$ cat config.mk
export PLATFORM = sky130hd
export DESIGN_NAME = commit_late_fwd
export DESIGN_NICKNAME = d
export VERILOG_FILES = /design/src/rtl/lf_pkg.sv /design/src/rtl/lf_eu_arb.sv /design/src/rtl/lf_late_pick.sv /design/src/rtl/lf_hold_stage.sv /design/src/rtl/commit_late_fwd.sv
export SDC_FILE = /design/constraint.sdc
export NUM_CORES = 1
export LEC_CHECK = 0
export ABC_AREA = 1
export ABC_CLOCK_PERIOD_IN_PS = 6000
export CAP_MARGIN = 20
export CORE_ASPECT_RATIO = 2
export CORE_MARGIN = 5
export CORE_UTILIZATION = 46
export CTS_BUF_LIST = sky130_fd_sc_hd__clkbuf_8
export CTS_CLUSTER_DIAMETER = 30
export DETAILED_ROUTE_END_ITERATION = 16
export HOLD_SLACK_MARGIN = 0.03
export MAX_ROUTING_LAYER = met4
export PLACE_DENSITY = 0.79
export SYNTH_ARGS = -nofsm -noshare
export SYNTH_HDL_FRONTEND = slang
export SYNTH_SLANG_ARGS = --single-unit
$ cat constraint.sdc
create_clock -name clk -period 6 [get_ports clk]
set_clock_uncertainty 0.1 [all_clocks]
set_input_delay 0.9 -clock clk [delete_from_list [all_inputs] [get_ports clk]]
set_output_delay 0.9 -clock clk [all_outputs]
set_load 0.1 [all_outputs]
$ cat src/rtl/lf_pkg.sv
package lf_pkg;
    typedef enum logic [1:0] {
        SRC_NONE = 2'd0,
        SRC_EU   = 2'd1,
        SRC_LATE = 2'd2
    } lf_src_e;
endpackage

$ cat src/rtl/lf_eu_arb.sv
module lf_eu_arb #(
    parameter int NEU   = 4,
    parameter int NBUS  = 3,
    parameter int TAGW  = 6,
    parameter int DATAW = 16,
    parameter int CW    = 4
) (
    input  logic [NEU-1:0]              req,
    input  logic [NEU-1:0][TAGW-1:0]    tag,
    input  logic [NEU-1:0][DATAW-1:0]   data,
    output logic [NEU-1:0]              gnt,
    output logic [CW-1:0]               used,
    output logic [NBUS-1:0]             bv,
    output logic [NBUS-1:0][TAGW-1:0]   btag,
    output logic [NBUS-1:0][DATAW-1:0]  bdata
);
    logic [NEU-1:0][CW-1:0] rank;

    always_comb begin
        logic [CW-1:0] acc;
        acc = '0;
        for (int i = 0; i < NEU; i++) begin
            rank[i] = acc;
            gnt[i]  = req[i] && (acc < CW'(NBUS));
            if (req[i]) acc = acc + CW'(1);
        end
        used = (acc < CW'(NBUS)) ? acc : CW'(NBUS);
    end

    always_comb begin
        bv    = '0;
        btag  = '0;
        bdata = '0;
        for (int k = 0; k < NBUS; k++) begin
            for (int i = 0; i < NEU; i++) begin
                if (gnt[i] && rank[i] == CW'(k)) begin
                    bv[k]    = 1'b1;
                    btag[k]  = tag[i];
                    bdata[k] = data[i];
                end
            end
        end
    end
endmodule

$ cat src/rtl/lf_late_pick.sv
module lf_late_pick #(
    parameter int W     = 4,
    parameter int NBUS  = 3,
    parameter int TAGW  = 6,
    parameter int DATAW = 16,
    parameter int CW    = 4
) (
    input  logic [W-1:0]                cand,
    input  logic [W-1:0][TAGW-1:0]      cand_tag,
    input  logic [W-1:0][DATAW-1:0]     cand_data,
    input  logic [CW-1:0]               start,
    output logic [W-1:0]                sent,
    output logic [NBUS-1:0]             bv,
    output logic [NBUS-1:0][TAGW-1:0]   btag,
    output logic [NBUS-1:0][DATAW-1:0]  bdata
);
    logic [W-1:0][CW-1:0] slot_bus;

    // Slot j goes to the next free bus above the writeback buses.
    always_comb begin
        logic [CW-1:0] acc;
        acc = start;
        for (int j = 0; j < W; j++) begin
            slot_bus[j] = acc;
            sent[j]     = cand[j] && (acc < CW'(NBUS));
            if (cand[j]) acc = acc + CW'(1);
        end
    end

    always_comb begin
        bv    = '0;
        btag  = '0;
        bdata = '0;
        for (int k = 0; k < NBUS; k++) begin
            for (int j = 0; j < W; j++) begin
                if (sent[j] && slot_bus[j] == CW'(k)) begin
                    bv[k]    = 1'b1;
                    btag[k]  = cand_tag[j];
                    bdata[k] = cand_data[j];
                end
            end
        end
    end
endmodule

$ cat src/rtl/lf_hold_stage.sv
module lf_hold_stage #(
    parameter int W     = 4,
    parameter int TAGW  = 6,
    parameter int DATAW = 16
) (
    input  logic                        clk,
    input  logic                        rst_n,
    input  logic [W-1:0]                cm_valid,
    input  logic [W-1:0]                cm_pend,
    input  logic [W-1:0][TAGW-1:0]      cm_tag,
    input  logic [W-1:0][DATAW-1:0]     cm_data,
    input  logic [W-1:0]                sent,
    output logic [W-1:0]                cand,
    output logic [W-1:0][TAGW-1:0]      cand_tag,
    output logic [W-1:0][DATAW-1:0]     cand_data,
    output logic                        cm_ready
);
    typedef struct packed {
        logic [W-1:0]             pend;
        logic [W-1:0][TAGW-1:0]   tag;
        logic [W-1:0][DATAW-1:0]  data;
    } hold_t;

    hold_t st_q, st_d;
    logic  busy;

    always_comb begin
        busy      = |st_q.pend;
        cm_ready  = !busy;
        cand      = busy ? st_q.pend : (cm_valid & cm_pend);
        cand_tag  = busy ? st_q.tag  : cm_tag;
        cand_data = busy ? st_q.data : cm_data;
        st_d.pend = cand & ~sent;
        st_d.tag  = cand_tag;
        st_d.data = cand_data;
    end

    always_ff @(posedge clk or negedge rst_n) begin
        if (!rst_n) st_q <= '0;
        else        st_q <= st_d;
    end

    // while entries are held, no new entry joins the held set.
    p_held_shrinks_r7: assert property (@(posedge clk) disable iff (!rst_n)
        (|st_q.pend) |=> ((st_q.pend & ~$past(st_q.pend)) == '0));
endmodule

$ cat src/rtl/commit_late_fwd.sv
module commit_late_fwd #(
    parameter int W     = 4,
    parameter int NEU   = 4,
    parameter int NBUS  = 3,
    parameter int TAGW  = 6,
    parameter int DATAW = 16
) (
    input  logic                        clk,
    input  logic                        rst_n,
    input  logic [NEU-1:0]              eu_req,
    input  logic [NEU-1:0][TAGW-1:0]    eu_tag,
    input  logic [NEU-1:0][DATAW-1:0]   eu_data,
    output logic [NEU-1:0]              eu_gnt,
    input  logic [W-1:0]                cm_valid,
    input  logic [W-1:0]                cm_pend,
    input  logic [W-1:0][TAGW-1:0]      cm_tag,
    input  logic [W-1:0][DATAW-1:0]     cm_data,
    output logic                        cm_ready,
    output logic [NBUS-1:0]             bus_valid,
    output logic [NBUS-1:0]             bus_late,
    output logic [NBUS-1:0][TAGW-1:0]   bus_tag,
    output logic [NBUS-1:0][DATAW-1:0]  bus_data
);
    import lf_pkg::*;

    localparam int CW = $clog2(NEU + NBUS + W + 1);

    logic [CW-1:0]              eu_used;
    logic [NBUS-1:0]            eu_bv, lf_bv;
    logic [NBUS-1:0][TAGW-1:0]  eu_btag, lf_btag;
    logic [NBUS-1:0][DATAW-1:0] eu_bdata, lf_bdata;
    logic [W-1:0]               cand, sent;
    logic [W-1:0][TAGW-1:0]     cand_tag;
    logic [W-1:0][DATAW-1:0]    cand_data;
    lf_src_e                    src [NBUS];

    lf_eu_arb #(.NEU(NEU), .NBUS(NBUS), .TAGW(TAGW), .DATAW(DATAW), .CW(CW)) arb_i (
        .req(eu_req), .tag(eu_tag), .data(eu_data),
        .gnt(eu_gnt), .used(eu_used),
        .bv(eu_bv), .btag(eu_btag), .bdata(eu_bdata)
    );

    lf_hold_stage #(.W(W), .TAGW(TAGW), .DATAW(DATAW)) hold_i (
        .clk(clk), .rst_n(rst_n),
        .cm_valid(cm_valid), .cm_pend(cm_pend), .cm_tag(cm_tag), .cm_data(cm_data),
        .sent(sent),
        .cand(cand), .cand_tag(cand_tag), .cand_data(cand_data),
        .cm_ready(cm_ready)
    );

    lf_late_pick #(.W(W), .NBUS(NBUS), .TAGW(TAGW), .DATAW(DATAW), .CW(CW)) pick_i (
        .cand(cand), .cand_tag(cand_tag), .cand_data(cand_data),
        .start(eu_used), .sent(sent),
        .bv(lf_bv), .btag(lf_btag), .bdata(lf_bdata)
    );

    generate
        for (genvar k = 0; k < NBUS; k++) begin : g_bus
            always_comb begin
                if (eu_bv[k])      src[k] = SRC_EU;
                else if (lf_bv[k]) src[k] = SRC_LATE;
                else               src[k] = SRC_NONE;
                bus_valid[k] = (src[k] != SRC_NONE);
                bus_late[k]  = (src[k] == SRC_LATE);
                bus_tag[k]   = (src[k] == SRC_LATE) ? lf_btag[k]  : eu_btag[k];
                bus_data[k]  = (src[k] == SRC_LATE) ? lf_bdata[k] : eu_bdata[k];
            end
        end
    endgenerate

    // grant count is the lesser of requesters and buses.
    p_gnt_count_r2: assert property (@(posedge clk) disable iff (!rst_n)
        $countones(eu_gnt) == (($countones(eu_req) < NBUS) ? $countones(eu_req) : NBUS));
    // both sources never claim one bus.
    p_no_overlap_r3: assert property (@(posedge clk) disable iff (!rst_n)
        (eu_bv & lf_bv) == '0);
    // a late broadcast implies every writeback request was served.
    p_eu_first_r3: assert property (@(posedge clk) disable iff (!rst_n)
        (|lf_bv) |-> (eu_gnt == eu_req));
    // with nothing held, a late bus needs a qualifying retire entry.
    p_pend_only_r4: assert property (@(posedge clk) disable iff (!rst_n)
        (cm_ready && (|bus_late)) |-> (|(cm_valid & cm_pend)));
    // one late bus per broadcast slot.
    p_late_count_r5: assert property (@(posedge clk) disable iff (!rst_n)
        $countones(bus_late) == $countones(sent));
    // an unsent qualifying entry stalls retire next cycle.
    p_stall_r6: assert property (@(posedge clk) disable iff (!rst_n)
        (cm_ready && ((cm_valid & cm_pend & ~sent) != '0)) |=> !cm_ready);
    // once all held entries are out, retire reopens.
    p_reopen_r8: assert property (@(posedge clk) disable iff (!rst_n)
        (!cm_ready && ((cand & ~sent) == '0)) |=> cm_ready);
endmodule

* Word level (Yosys, flattened, before mapping)
Cells that the tools add are included.
Storage, ports and cells: flip-flop bits (word level) 92, input bits 190
Cells by class: add/sub/neg operators 6, order comparisons 8, eq/ne operators 17, muxes and demuxes 89, bitwise operators 3, reduce and logical (&&, ||, !) cells 40
Operators by type and width (count):
- two-way mux 16 bit | 25
- two-way mux 6 bit | 25
- two-way mux 64 bit | 1
- < comparator 4 x 2 -> 1 bit, second input constant | 8
- two-way mux 4 bit | 8
- equality test 4 x 1 -> 1 bit, second input constant | 7
- equality test 4 x 2 -> 1 bit, second input constant | 7
- logical AND 1 bit | 28
- logical NOT 4 bit | 7
- adder 4 x 1 -> 4 bit, second input constant | 6
- two-way mux 24 bit | 1
- two-way mux 1 bit | 23
- two-way mux 2 bit | 6
- bitwise AND 4 bit | 2
- equality test 2 bit, second input constant | 3
- nonzero test 2 bit | 3
- NOT 4 bit | 1
- OR reduction 4 bit | 1
- logical NOT 1 bit | 1

* Longest topological paths before layout
Gate-level depths: netlist of run 1.
depth in word-level cells 23, gate-level depth with buffers 34, gate-level depth less buffers 32

* By module
From an unflattened synthesis of run 1, not the netlist that was laid out.
Second synthesis, totals: cells, all modules 2028, area total of the unflattened synthesis 11093.1 µm²
Modules (own cells, without submodules):
- lf_hold_stage | times used 1, cells each 490, area an instance 4171.5 µm², sequential area each 2302.2 µm²
- lf_late_pick | times used 1, cells each 820, area an instance 3708.6 µm², sequential area each 0.0 µm²
- lf_eu_arb | times used 1, cells each 490, area an instance 2154.6 µm², sequential area each 0.0 µm²
- commit_late_fwd | times used 1, cells each 228, area an instance 1058.5 µm², sequential area each 0.0 µm²

* Worst setup path after synthesis of run 1
No wires, ideal clock.
path type input to output, from in eu_req[0], to out bus_data[10] in the netlist's numbering, arrival 6239 ps, required time 5000 ps, path slack -1239 ps, stages 30, path buffers 2, cells stage by stage clkbuf_1 inv_1 fa_1 inv_1 ha_1 inv_1 ha_1 or2_0 nand2_2 nand3_2 ha_1 or2_1 nand2_1 inv_1 ha_1 nand2_1 nand2_2 inv_1 ha_1 nand2_1 nand2_1 nand2_1 clkinv_1 nand3_2 nor2_8 nand3_4 a21oi_4 buf_4 nand2_1 nand2_1
RTL lines:
- start: declaration | line commit_late_fwd.sv:10 | input logic [NEU-1:0] eu_req,
- end: declaration | line commit_late_fwd.sv:22 | output logic [NBUS-1:0][DATAW-1:0] bus_data

==> results of run 1 <==
[through the flow]
| step | utilization | TNS [ns] | hold WS, ns |
|---|---|---|---|
| finish | 0.800 | -14.40 | 0.336 |
| global route | 0.800 | -24.22 | 0.388 |
| CTS | 0.790 | -13.55 | 0.346 |
| detailed placement | 0.735 | -50.93 | 0.411 |
| global placement | 0.735 | -42.54 | 0.400 |
| floorplan | - | -7.51 | 0.383 |
[cell type report]
type,count,area share
clock buffer,9,0.00760
clock inverter,7,0.00461
inverter,165,0.0389
multi-input combinational,1236,0.487
sequential,92,0.141
tap,266,0.0204
timing repair buffer,402,0.300
[critical path, delay by kind of cell]
kind                     cells  cell delay [ns]
AO/OA/AOI/OAI                1             0.22
buffers and inverters       12             1.09
AND/OR/NAND/NOR             14             1.52
adder cells (fa/ha/maj)      6             1.51
[how the worst max path moves through the flow]
stage	end	slack, ns	depth (start not counted)
after floorplan	bus_data[22]	-0.20	30
after global placement	bus_data[21]	-0.73	31
after detailed placement	bus_data[21]	-0.86	31
after CTS	bus_data[39]	-0.24	34
after global routing	bus_data[37]	-0.42	33
final	bus_data[34]	-0.28	33
[routing by layer]
layer / share of wire / wire (um) / up-vias
li1: - / - / 5790
met1: 0.35 / 14600 / 5619
met2: 0.51 / 21000 / 688
met3: 0.072 / 2970 / 147
met4: 0.061 / 2500 / 0
met5: 0 / 0 / -
[cell usage in the layout, fill, tap and decap left out, drive strengths merged, types with 2 or more instances in the layout]
master	n
a21oi	41
and2	43
buf	213
clkbuf	9
clkdlybuf4s50	188
clkinv	2
clkinvlp	2
dfrtp	92
ha	21
inv	167
mux2	16
nand2	626
nand3	104
nand4	75
nor2	19
nor3	23
o21ai	210
o22ai	22
o31ai	10
or2	24
[power breakdown]
group	total, W	internal, W	leakage [nW]	switching, W
combinational	0.00684	0.00243	6.24	0.00442
clock	0.000446	0.000194	0.0976	0.000252
sequential	0.00101	0.000932	1.10	0.0000773
[kinds of logic after synthesis]
| kind of cell | after synthesis |
|---|---|
| AO/OA/AOI/OAI | 284 |
| adder cells (fa/ha/maj) | 22 |
| buffers and inverters | 279 |
| flip-flops | 92 |
| multiplexers | 16 |
| AND/OR/NAND/NOR | 914 |
[timing repair]
action,CTS,global route
gates cloned,9,0
hold endpoints to repair,0,0
endpoints found under the setup margin,72,72
resized for setup,128,70
pin swaps,40,29
buffers inserted,27,7
==> metrics.md, run 1 <==
| Metric | Value |
|---|---|
| Worst EP required | `5.00 ns` |
| Peak supply drop | `0.642 mV` |
| Number of cells on the worst reg-to-reg path | `20` |
| Yosys top cell area share | `0.244` |
| Outcome | `complete, but fails checks` |
| Tmin final | `6.28 ns` |
| First-pass GRT wire length | `64.5 mm` |
| Critical path arrival | `about 5.3 ns` |
| Largest net degree at the start of global routing | `90` |
| Synth Area in Adders | `0.0297` |
| Clk Tree Root Cell | `clkbuf_8` |
| Cts bufs inserted | `9` |
| Pins Over Slew Limit | `0` |
| Core Rows | `74` |
| Non-filler cells, final | `2177` |
| Commonest register cell after synthesis | `dfrtp_1` |
| DRT iter0 DRCs | `1251` |
| CP peak stage delay | `0.56 ns` |
| Count of unique library cells instantiated by Yosys | `35` |
| Total leakage power | `7.43 nW` |
| Post-synthesis mux area share | `0.0190` |
| RSZ-0062 raised after global routing | `yes` |
| Routed Antenna Nets | `0` |
| #FFs+latches synth | `92` |
| Worst reg2reg startpoint | `hold_i.st_q[88]` |
| Number of flip-flops in the largest register | `92` |
| Via count | `12200` |
| Number of enable flip-flop cells after synthesis | `0` |
| Buffers on Ports | `about 270` |
| Worst-path clk slew | `around 0.10 ns` |
| Post-detail-place hpwl | `about 30 mm` |
| Antenna violations before repair | `0` |
| Critical path type | `primary input to primary output` |
| Router iterations before antenna repair | `6` |
| Worst r2r dst | `hold_i.st_q[91]` |
| Top post-synthesis cells by count | `618 x nand2_1, 210 x o21ai_0, 155 x inv_1, 97 x nand3_1, 92 x dfrtp_1` |
| Period utilization | `1.05` |
| Gr usage total | `0.346` |
| Sequential fraction of the synthesis area | `0.242` |
| Ports | `267` |
| Reg with most FFs | `hold_i.st_q` |
| Post-route cell area | `roughly 16000 um^2` |
| Initial Utilization | `0.467` |
| Fill cells | `1427` |
| Clk Latency, worst-skew pair | `0.40 ns` |
| Met3 usage in global routing | `0.0596` |
| Critical Path Source Type | `primary input` |
| Layout Nets | `2118` |
| Slowest cell on crit path | `fa_1` |
| Total power | `0.00830 W` |
| Largest family of logic cells by synthesized area | `simple AND/OR/NAND/NOR gates` |
| Post-synth ARST share | `1.00` |
| Average size of a mapped cell | `5.92 um^2` |
| GR peak layer | `met2` |
| Pre-CTS setup slack | `-0.857 ns` |
| Clk sink count | `92` |
| Clock Path Buffers | `2` |
| Fmax | `about 160 MHz` |
| Syn-to-layout area delta | `71.4%` |
| Final WL | `between 40 and 50 mm` |
| Compound-cell area share of the yosys netlist | `0.161` |
| Mapped Nets | `1819` |
| Measured slew at the worst slew-check pin | `0.986 ns` |
| # H-tree levels | `3` |
| Max_cap viols | `0` |
| Simple-gate portion of the synthesized area | `0.429` |
| Failing checks | `negative setup slack` |
| Total gr overflow | `0` |
| Reg2reg setup slack | `2.75 ns` |
| Top cells by area, synth | `nand2_1 24%, dfrtp_1 24%, o21ai_0 11%, inv_1 6.1%, nand3_1 5.1%` |
| Crit path launch | `eu_req[0]` |
| Area leader, netlist | `nand2_1` |
| CTS tree | `built` |
| Inst Count DP | `2121` |
| DRC | `0` |
| Final setup margin | `-0.283 ns` |
| RePlAce Congestion | `0.950` |
| Hold Fails Final Rpt | `0` |
| Crit path top cell by count | `ha_4` |
| Layout cells sized above 1 | `0.267` |
| Yosys Warn Count | `0` |
| Mapped Area | `~9500 um^2` |
| Die area | `23800 um^2` |
| DIE WIDTH | `112 um` |
| Most frequent cell after synthesis | `nand2_1` |
| Mean number of vias per cell | `5.62` |
| PD cells | `509 nW/um^2` |
| Max-slew headroom at the worst pin | `0.340` |
| Post-Place Cell Area | `15000 um^2` |
| Die Y-Extent | `213 um` |
| Core area | `20400 um^2` |
| Setup crit end kind | `primary output` |
| Met2 Use GR | `0.595` |
| Worst min path class | `primary input to asynchronous set/reset pin` |
| Number of global-route vias before repair | `12100` |
| Reg area | `2300 um^2` |
| Final setup violation count | `slightly below 70` |
| CP Max Fanout | `6` |
| Routed len/inst | `18.9 um` |
| Top flop regs | `hold_i.st_q (92)` |
| Synth Instances | `about 1600` |
| XOR/XNOR Fraction of Synth Area | `0` |
| Met1 Use GR | `0.381` |
| Diodes inserted | `0` |
| Multi-input logic area | `7930 um^2` |
| Number of hold buffers added after cts | `0` |
(Power assumes the default switching activity.)
==> run 2: changes to the inputs <==
--- a/config.mk
+++ b/config.mk
@@ -10,13 +10,14 @@
 export CAP_MARGIN = 20
 export CORE_ASPECT_RATIO = 2
 export CORE_MARGIN = 5
-export CORE_UTILIZATION = 46
+export CORE_UTILIZATION = 48
 export CTS_BUF_LIST = sky130_fd_sc_hd__clkbuf_8
 export CTS_CLUSTER_DIAMETER = 30
 export DETAILED_ROUTE_END_ITERATION = 16
 export HOLD_SLACK_MARGIN = 0.03
 export MAX_ROUTING_LAYER = met4
-export PLACE_DENSITY = 0.79
+export PLACE_DENSITY = 0.8
 export SYNTH_ARGS = -nofsm -noshare
 export SYNTH_HDL_FRONTEND = slang
+export SYNTH_HIERARCHICAL = 1
 export SYNTH_SLANG_ARGS = --single-unit
==> run 2 against run 1 <==
  * The run still ends with negative setup slack left
  * Cell count grew 15%
  * Sequential share of layout area grew 0.10 points
  * Combinational power shrank 21%
  * Routed wire length grew 13%
  * Die area grew 11%
  * Sequential cell count is the same
  * Synthesized cell count grew 26%
  * Via count grew 14%
  * Utilization shrank 8.9 points
  * Register-to-register slack lost 2.0 ns
  * Global-route usage shrank 1.1 points
  * Maximum frequency grew 4.1%
==> metrics.md, run 2 <==
| Metric | Value |
|---|---|
| Clk Tree Root Cell | `clkbuf_8 (unchanged)` |
| Number of cells on the worst reg-to-reg path | `34 (was 20)` |
| Layout Nets | `2424 (was 2118)` |
| Post-detail-place hpwl | `34.1 mm (was 30.3 mm)` |
| Initial Utilization | `0.488 (was 0.467)` |
| Total gr overflow | `0 (unchanged)` |
| Routed Antenna Nets | `0 (unchanged)` |
| Number of enable flip-flop cells after synthesis | `0 (unchanged)` |
| Area leader, netlist | `nand2_1 (unchanged)` |
| Worst r2r dst | `hold_i/st_q[91] (was hold_i.st_q[91])` |
| Antenna violations before repair | `1 (was 0)` |
| # H-tree levels | `3 (unchanged)` |
| Post-synth ARST share | `1.00 (unchanged)` |
| Critical path type | `primary input to primary output (unchanged)` |
| Layout cells sized above 1 | `0.212 (was 0.267)` |
| Reg2reg setup slack | `0.76 ns (was 2.75 ns)` |
| CTS tree | `built (unchanged)` |
| #FFs+latches synth | `92 (unchanged)` |
| Yosys top cell area share | `0.361 (was 0.244)` |
| Top post-synthesis cells by count | `1068 x nand2_1, 241 x nand3_1, 105 x buf_4, 92 x dfrtp_1, 83 x inv_1 (was 618 x nand2_1, 210 x o21ai_0, 155 x inv_1, 97 x nand3_1, 92 x dfrtp_1)` |
| Router iterations before antenna repair | `7 (was 6)` |
| Pins Over Slew Limit | `0 (unchanged)` |
| DIE WIDTH | `117 um (was 112 um)` |
| Fill cells | `1975 (was 1427)` |
| Mapped Area | `11100 um^2 (was 9510 um^2)` |
| Failing checks | `negative setup slack (unchanged)` |
| Reg area | `2300 um^2 (unchanged)` |
| Via count | `14000 (was 12200)` |
| Clk sink count | `92 (unchanged)` |
| Max-slew headroom at the worst pin | `0.100 (was 0.340)` |
| Max_cap viols | `0 (unchanged)` |
| Critical Path Source Type | `primary input (unchanged)` |
| Gr usage total | `0.335 (was 0.346)` |
| Ports | `267 (unchanged)` |
| First-pass GRT wire length | `70.5 mm (was 64.5 mm)` |
| Hold Fails Final Rpt | `0 (unchanged)` |
| CP Max Fanout | `6 (unchanged)` |
| Final setup margin | `-0.0366 ns (was -0.283 ns)` |
| Commonest non-fill, non-tap cells in the layout | `946 x nand2_1, 192 x nand3_1, 187 x clkdlybuf4s50_1 (was 432 x nand2_1, 208 x o21ai_0, 188 x clkdlybuf4s50_1)` |
| Number of flip-flops in the largest register | `92 (unchanged)` |
| Clock Path Buffers | `2 (unchanged)` |
| Tmin final | `6.04 ns (was 6.28 ns)` |
| Hold WS | `0.349 ns (was 0.336 ns)` |
| Core Rows | `78 (was 74)` |
| Synth Instances | `2028 (was 1607)` |
| Top cells by area, synth | `nand2_1 36%, dfrtp_1 21%, nand3_1 11%, buf_4 7.1%, nand4_1 3.9% (was nand2_1 24%, dfrtp_1 24%, o21ai_0 11%, inv_1 6.1%, nand3_1 5.1%)` |
| RePlAce Congestion | `1.03 (was 0.950)` |
| Mean number of vias per cell | `5.59 (was 5.62)` |
| DRT iter0 DRCs | `1470 (was 1251)` |
| Outcome | `complete, but fails checks (unchanged)` |
| Buffers on Ports | `266 (unchanged)` |
| Peak supply drop | `0.285 mV (was 0.642 mV)` |
| Multi-input logic area | `8180 um^2 (was 7930 um^2)` |
| Core area | `22700 um^2 (was 20400 um^2)` |
| Setup crit end kind | `primary output (unchanged)` |
| Count of unique library cells instantiated by Yosys | `32 (was 35)` |
| Worst-path clk slew | `0.09 ns (was 0.10 ns)` |
| Reg with most FFs | `hold_i/st_q (was hold_i.st_q)` |
| PD cells | `422 nW/um^2 (was 509 nW/um^2)` |
| Post-route cell area | `16200 um^2 (was 16300 um^2)` |
| Worst EP required | `5.00 ns (about the same)` |
| Commonest register cell after synthesis | `dfrtp_1 (unchanged)` |
| Period utilization | `1.01 (was 1.05)` |
| Final setup violation count | `9 (was 69)` |
| Top flop regs | `hold_i/st_q (92) (was hold_i.st_q (92))` |
| Post-Place Cell Area | `14800 um^2 (was 15000 um^2)` |
| Largest net degree at the start of global routing | `89 (was 90)` |
| Measured slew at the worst slew-check pin | `1.35 ns (was 0.986 ns)` |
| Syn-to-layout area delta | `45.8% (was 71.4%)` |
| Number of global-route vias before repair | `13100 (was 12100)` |
| Most frequent cell after synthesis | `nand2_1 (unchanged)` |
| Fmax | `166 MHz (was 159 MHz)` |
| Die Y-Extent | `225 um (was 213 um)` |
| Sequential fraction of the synthesis area | `0.208 (was 0.242)` |
| Final WL | `46.3 mm (was 41.1 mm)` |
| Total leakage power | `8.11 nW (was 7.43 nW)` |
| DRC | `0 (unchanged)` |
| Critical path arrival | `5.04 ns (was 5.28 ns)` |
| Worst reg2reg startpoint | `hold_i/st_q[88] (was hold_i.st_q[88])` |
| Worst min path class | `primary input to asynchronous set/reset pin (unchanged)` |
| Routed len/inst | `18.5 um (was 18.9 um)` |
| Die area | `26400 um^2 (was 23800 um^2)` |
| Clk Latency, worst-skew pair | `0.42 ns (was 0.40 ns)` |
| Average size of a mapped cell | `5.47 um^2 (was 5.92 um^2)` |
| RSZ-0062 raised after global routing | `yes (unchanged)` |
| Yosys Warn Count | `6 (was 0)` |
| Cts bufs inserted | `9 (unchanged)` |
| Commonest non-fill, non-tap cell in the layout | `nand2_1 (unchanged)` |
==> run 2: worst max-delay path by stage <==
stage,cells after the start,slack [ns],start,endpoint
finish,27,-0.04,eu_req[2],bus_data[44]
detailed placement,32,-0.55,eu_req[0],bus_tag[0]
CTS,29,0.003,eu_req[1],bus_tag[13]
global placement,28,-0.44,eu_req[1],bus_tag[2]
floorplan,27,0.02,eu_req[2],bus_late[2]
global route,27,-0.12,eu_req[2],bus_tag[15]
==> run 2: routing by layer <==
metal  vias up  wire length, um  track usage
met5         -                0            -
met3       217             3190       0.0427
met4         0             3240        0.176
met1      6280            16600        0.370
met2       814            23200        0.583
li1       6665                -            -
==> run 2: where the power goes <==
group / internal [W] / switching, W
logic: 0.00185 / 0.00352
registers: 0.000926 / 0.0000863
clock network: 0.000204 / 0.000237
==> run 2: stage by stage <==
step           instances  worst slack [ns]  TNS [ns]  utilization  total power [W]
3_5_place_dp        2444            -0.548    -31.52        0.651          0.00548
6_report            2500           -0.0366    -0.190        0.711          0.00683
4_1_cts             2488           0.00267         0        0.684          0.00644
2_1_floorplan       2029            0.0182         0            -          0.00451
5_1_grt             2500            -0.121     -5.90        0.711          0.00720
3_3_place_gp        2444            -0.436    -25.91        0.651          0.00542
==> run 2: cells by family (layout without fill, tap and decap cells) <==
| logic type | count (synthesis) | in the layout | share of synthesized area |
|---|---|---|---|
| other | 1 | 3 | 0.000338 |
| buffers and inverters | 320 | 509 | 0.158 |
| xor gates and xnor gates | 1 | 1 | 0.000790 |
| adders and majority gates | 20 | 20 | 0.0239 |
| AOI/OAI and AO/OA | 96 | 96 | 0.0435 |
| and+or+nand+nor | 1498 | 1499 | 0.566 |
| DFF | 92 | 92 | 0.208 |
==> run 2: layout make-up <==
class | count | share of cell area
Timing Repair Buffer | 400 | 0.295
Inverter | 93 | 0.0224
Sequential cell | 92 | 0.142
Tap cell | 280 | 0.0217
Antenna cell | 1 | 0.000155
Multi-Input combinational cell | 1618 | 0.506
Clock buffer | 10 | 0.00851
Clock inverter | 6 | 0.00387
==> run 2: timing repair <==
| action | in CTS | in global routing |
|---|---|---|
| pin swaps | 53 | 48 |
| endpoints found under the setup margin | 72 | 73 |
| hold endpoints to repair | 0 | 0 |
| buffers inserted | 23 | 4 |
| cloned | 5 | 6 |
| resized for setup | 74 | 111 |
| hold buffers | 0 | 0 |
==> run 2: worst max-delay path, stage by stage <==
cell and delay (ns):
buf_6 0.10, fa_1 0.60, nand3_2 0.12, ha_4 0.25
nand2_2 0.07, inv_2 0.05, a21oi_4 0.14, nand2_2 0.08
inv_2 0.09, ha_4 0.20, inv_2 0.05, nand2_2 0.05
nand2_4 0.08, ha_4 0.21, nand2_4 0.07, nand2_4 0.07
ha_4 0.24, or2_4 0.25, nand2_4 0.07, and2_1 0.18
nand4_1 0.19, nand3b_1 0.21, buf_6 0.19, buf_16 0.16
nand3_2 0.11, nand2_4 0.13, buf_12 0.17
==> run 3: changes to the inputs <==
--- a/config.mk
+++ b/config.mk
@@ -7,7 +7,6 @@
 export LEC_CHECK = 0
 export ABC_AREA = 1
 export ABC_CLOCK_PERIOD_IN_PS = 6000
-export CAP_MARGIN = 20
 export CORE_ASPECT_RATIO = 2
 export CORE_MARGIN = 5
 export CORE_UTILIZATION = 48
==> run 3 against run 2 <==
  * First-iteration DRC count unchanged
  * Critical path depth unchanged
  * Critical path type unchanged
  * The run still ends with negative setup slack left
  * Die area unchanged
  * Via count unchanged
==> metrics.md, run 3 (same netlist as run 2, synthesis figures left out) <==
| Metric | Value |
|---|---|
| Outcome | `complete, but fails checks (unchanged)` |
| Failing checks | `negative setup slack (unchanged)` |
| Pins Over Slew Limit | `0 (unchanged)` |
| Post-detail-place hpwl | `34.1 mm (unchanged)` |
| Fill cells | `1975 (unchanged)` |
| Routed Antenna Nets | `0 (unchanged)` |
| Initial Utilization | `0.488 (unchanged)` |
| Critical path type | `primary input to primary output (unchanged)` |
| Clk sink count | `92 (unchanged)` |
| Number of cells on the worst reg-to-reg path | `34 (unchanged)` |
| Core area | `22700 um^2 (unchanged)` |
| Die Y-Extent | `225 um (unchanged)` |
| Measured slew at the worst slew-check pin | `1.35 ns (unchanged)` |
| Period utilization | `1.01 (unchanged)` |
| RePlAce Congestion | `1.03 (unchanged)` |
| DIE WIDTH | `117 um (unchanged)` |
| Number of global-route vias before repair | `13100 (unchanged)` |
| Gr usage total | `0.335 (unchanged)` |
| Total leakage power | `8.11 nW (unchanged)` |
| Reg with most FFs | `hold_i/st_q (unchanged)` |
| Crit path launch | `eu_req[2] (unchanged)` |
| Worst r2r dst | `hold_i/st_q[91] (unchanged)` |
| Clock Path Buffers | `2 (unchanged)` |
| Via count | `14000 (unchanged)` |
| Critical Path Source Type | `primary input (unchanged)` |
| First-pass GRT wire length | `70.5 mm (unchanged)` |
| CP Max Fanout | `6 (unchanged)` |
| Final core utilization | `0.711 (unchanged)` |
| Router iterations before antenna repair | `7 (unchanged)` |
| Critical path arrival | `5.04 ns (about the same)` |
| CTS tree | `built (unchanged)` |
| Final setup margin | `-0.0366 ns (unchanged)` |
| Layout Nets | `2424 (unchanged)` |
| Commonest non-fill, non-tap cell in the layout | `nand2_1 (unchanged)` |
| PD cells | `422 nW/um^2 (unchanged)` |
| Buffers on Ports | `266 (unchanged)` |
| Max-slew headroom at the worst pin | `0.100 (unchanged)` |
| # H-tree levels | `3 (unchanged)` |
| Mean number of vias per cell | `5.59 (unchanged)` |
| Hold Fails Final Rpt | `0 (unchanged)` |
| Ports | `267 (unchanged)` |
| Total gr overflow | `0 (unchanged)` |
| Number of flip-flops in the largest register | `92 (unchanged)` |
| Worst-path clk slew | `0.09 ns (about the same)` |
| DRT iter0 DRCs | `1470 (unchanged)` |
| Commonest non-fill, non-tap cells in the layout | `946 x nand2_1, 192 x nand3_1, 187 x clkdlybuf4s50_1 (unchanged)` |
| Hold WS | `0.349 ns (unchanged)` |
| Largest net degree at the start of global routing | `89 (unchanged)` |
| Total power | `0.00683 W (unchanged)` |
| Layout cells sized above 1 | `0.212 (unchanged)` |
| Clk Latency, worst-skew pair | `0.42 ns (about the same)` |
| Peak supply drop | `0.285 mV (unchanged)` |
| Final setup violation count | `9 (unchanged)` |
| Syn-to-layout area delta | `45.8% (unchanged)` |
| Top flop regs | `hold_i/st_q (92) (unchanged)` |
| RSZ-0062 raised after global routing | `yes (unchanged)` |
| Fmax | `166 MHz (unchanged)` |
| Pre-CTS setup slack | `-0.548 ns (unchanged)` |
| Die area | `26400 um^2 (unchanged)` |
| Worst reg2reg startpoint | `hold_i/st_q[88] (unchanged)` |
| Worst EP required | `5.00 ns (about the same)` |
| Reg2reg setup slack | `0.76 ns (about the same)` |
| Max_cap viols | `0 (unchanged)` |
| DRC | `0 (unchanged)` |
| Final WL | `46.3 mm (unchanged)` |
| Antenna violations before repair | `1 (unchanged)` |
| Routed len/inst | `18.5 um (unchanged)` |
| Core Rows | `78 (unchanged)` |
| Worst Setup EP | `bus_data[44] (unchanged)` |
| Tmin final | `6.04 ns (unchanged)` |
| Setup crit end kind | `primary output (unchanged)` |
| Setup TNS | `-0.190 ns (unchanged)` |
| Worst min path class | `primary input to asynchronous set/reset pin (unchanged)` |
| Clk Tree Root Cell | `clkbuf_8 (unchanged)` |
| Cts bufs inserted | `9 (unchanged)` |
## run 3: cell counts in the layout (fill, tap and decap cells not counted)
Identical to the previous run, type by type.
## run 3: where the power goes
group / internal (W) / total [W] / switching, W
Clock: 0.000204 / 0.000441 / 0.000237
Sequential: 0.000926 / 0.00101 / 0.0000863
Combinational: 0.00185 / 0.00538 / 0.00352
## run 3: metal layers
metal	track usage	vias to the layer above	routed length [um]
met2	0.583	814	23200
met5	-	-	0
met3	0.0427	217	3190
met4	0.176	0	3240
li1	-	6665	-
met1	0.370	6280	16600
## run 3: worst min-delay path by stage
stage / startpoint / endpoint / slack, ns / cells past startpoint
after floorplan: hold_i/st_q[0] / hold_i/st_q[0] / 0.35 / 2
after global placement: hold_i/st_q[73] / hold_i/st_q[73] / 0.36 / 2
after detailed placement: hold_i/st_q[30] / hold_i/st_q[30] / 0.36 / 2
after CTS: rst_n / hold_i/st_q[71] / 0.33 / 1
after global routing: rst_n / hold_i/st_q[78] / 0.36 / 1
final: rst_n / hold_i/st_q[71] / 0.35 / 1
## run 3: layout make-up
| class | instances | area (um^2) | share of cell area |
|---|---|---|---|
| antenna | 1 | 2.50 | 0.000155 |
| multi-input combinational | 1618 | 8180 | 0.506 |
| inverter | 93 | 363 | 0.0224 |
| sequential | 92 | 2300 | 0.142 |
| clock buffer | 10 | 138 | 0.00851 |
| tap | 280 | 350 | 0.0217 |
| timing repair buffer | 400 | 4770 | 0.295 |
| clock inverter | 6 | 62.6 | 0.00387 |
## run 3: critical path, stage by stage
cell      delay [ns]
buf_6           0.10
fa_1            0.60
nand3_2         0.12
ha_4            0.25
nand2_2         0.07
inv_2           0.05
a21oi_4         0.14
nand2_2         0.08
inv_2           0.09
ha_4            0.20
inv_2           0.05
nand2_2         0.05
nand2_4         0.08
ha_4            0.21
nand2_4         0.07
nand2_4         0.07
ha_4            0.24
or2_4           0.25
nand2_4         0.07
and2_1          0.18
nand4_1         0.19
nand3b_1        0.21
buf_6           0.19
buf_16          0.16
nand3_2         0.11
nand2_4         0.13
buf_12          0.17
## run 3: repair_timing
action                                  in CTS  in global routing
endpoints found under the setup margin      72                 73
gates cloned                                 5                  6
pin swaps                                   53                 48
resized for setup                           74                111
setup buffers                               23                  4
hold buffers                                 0                  0
## run 3: metrics by stage
stage / instances / instance area (um^2)
2_1_floorplan: 2029 / 11700
3_3_place_gp: 2444 / 14800
3_5_place_dp: 2444 / 14800
4_1_cts: 2488 / 15600
5_1_grt: 2500 / 16200
6_report: 2500 / 16200
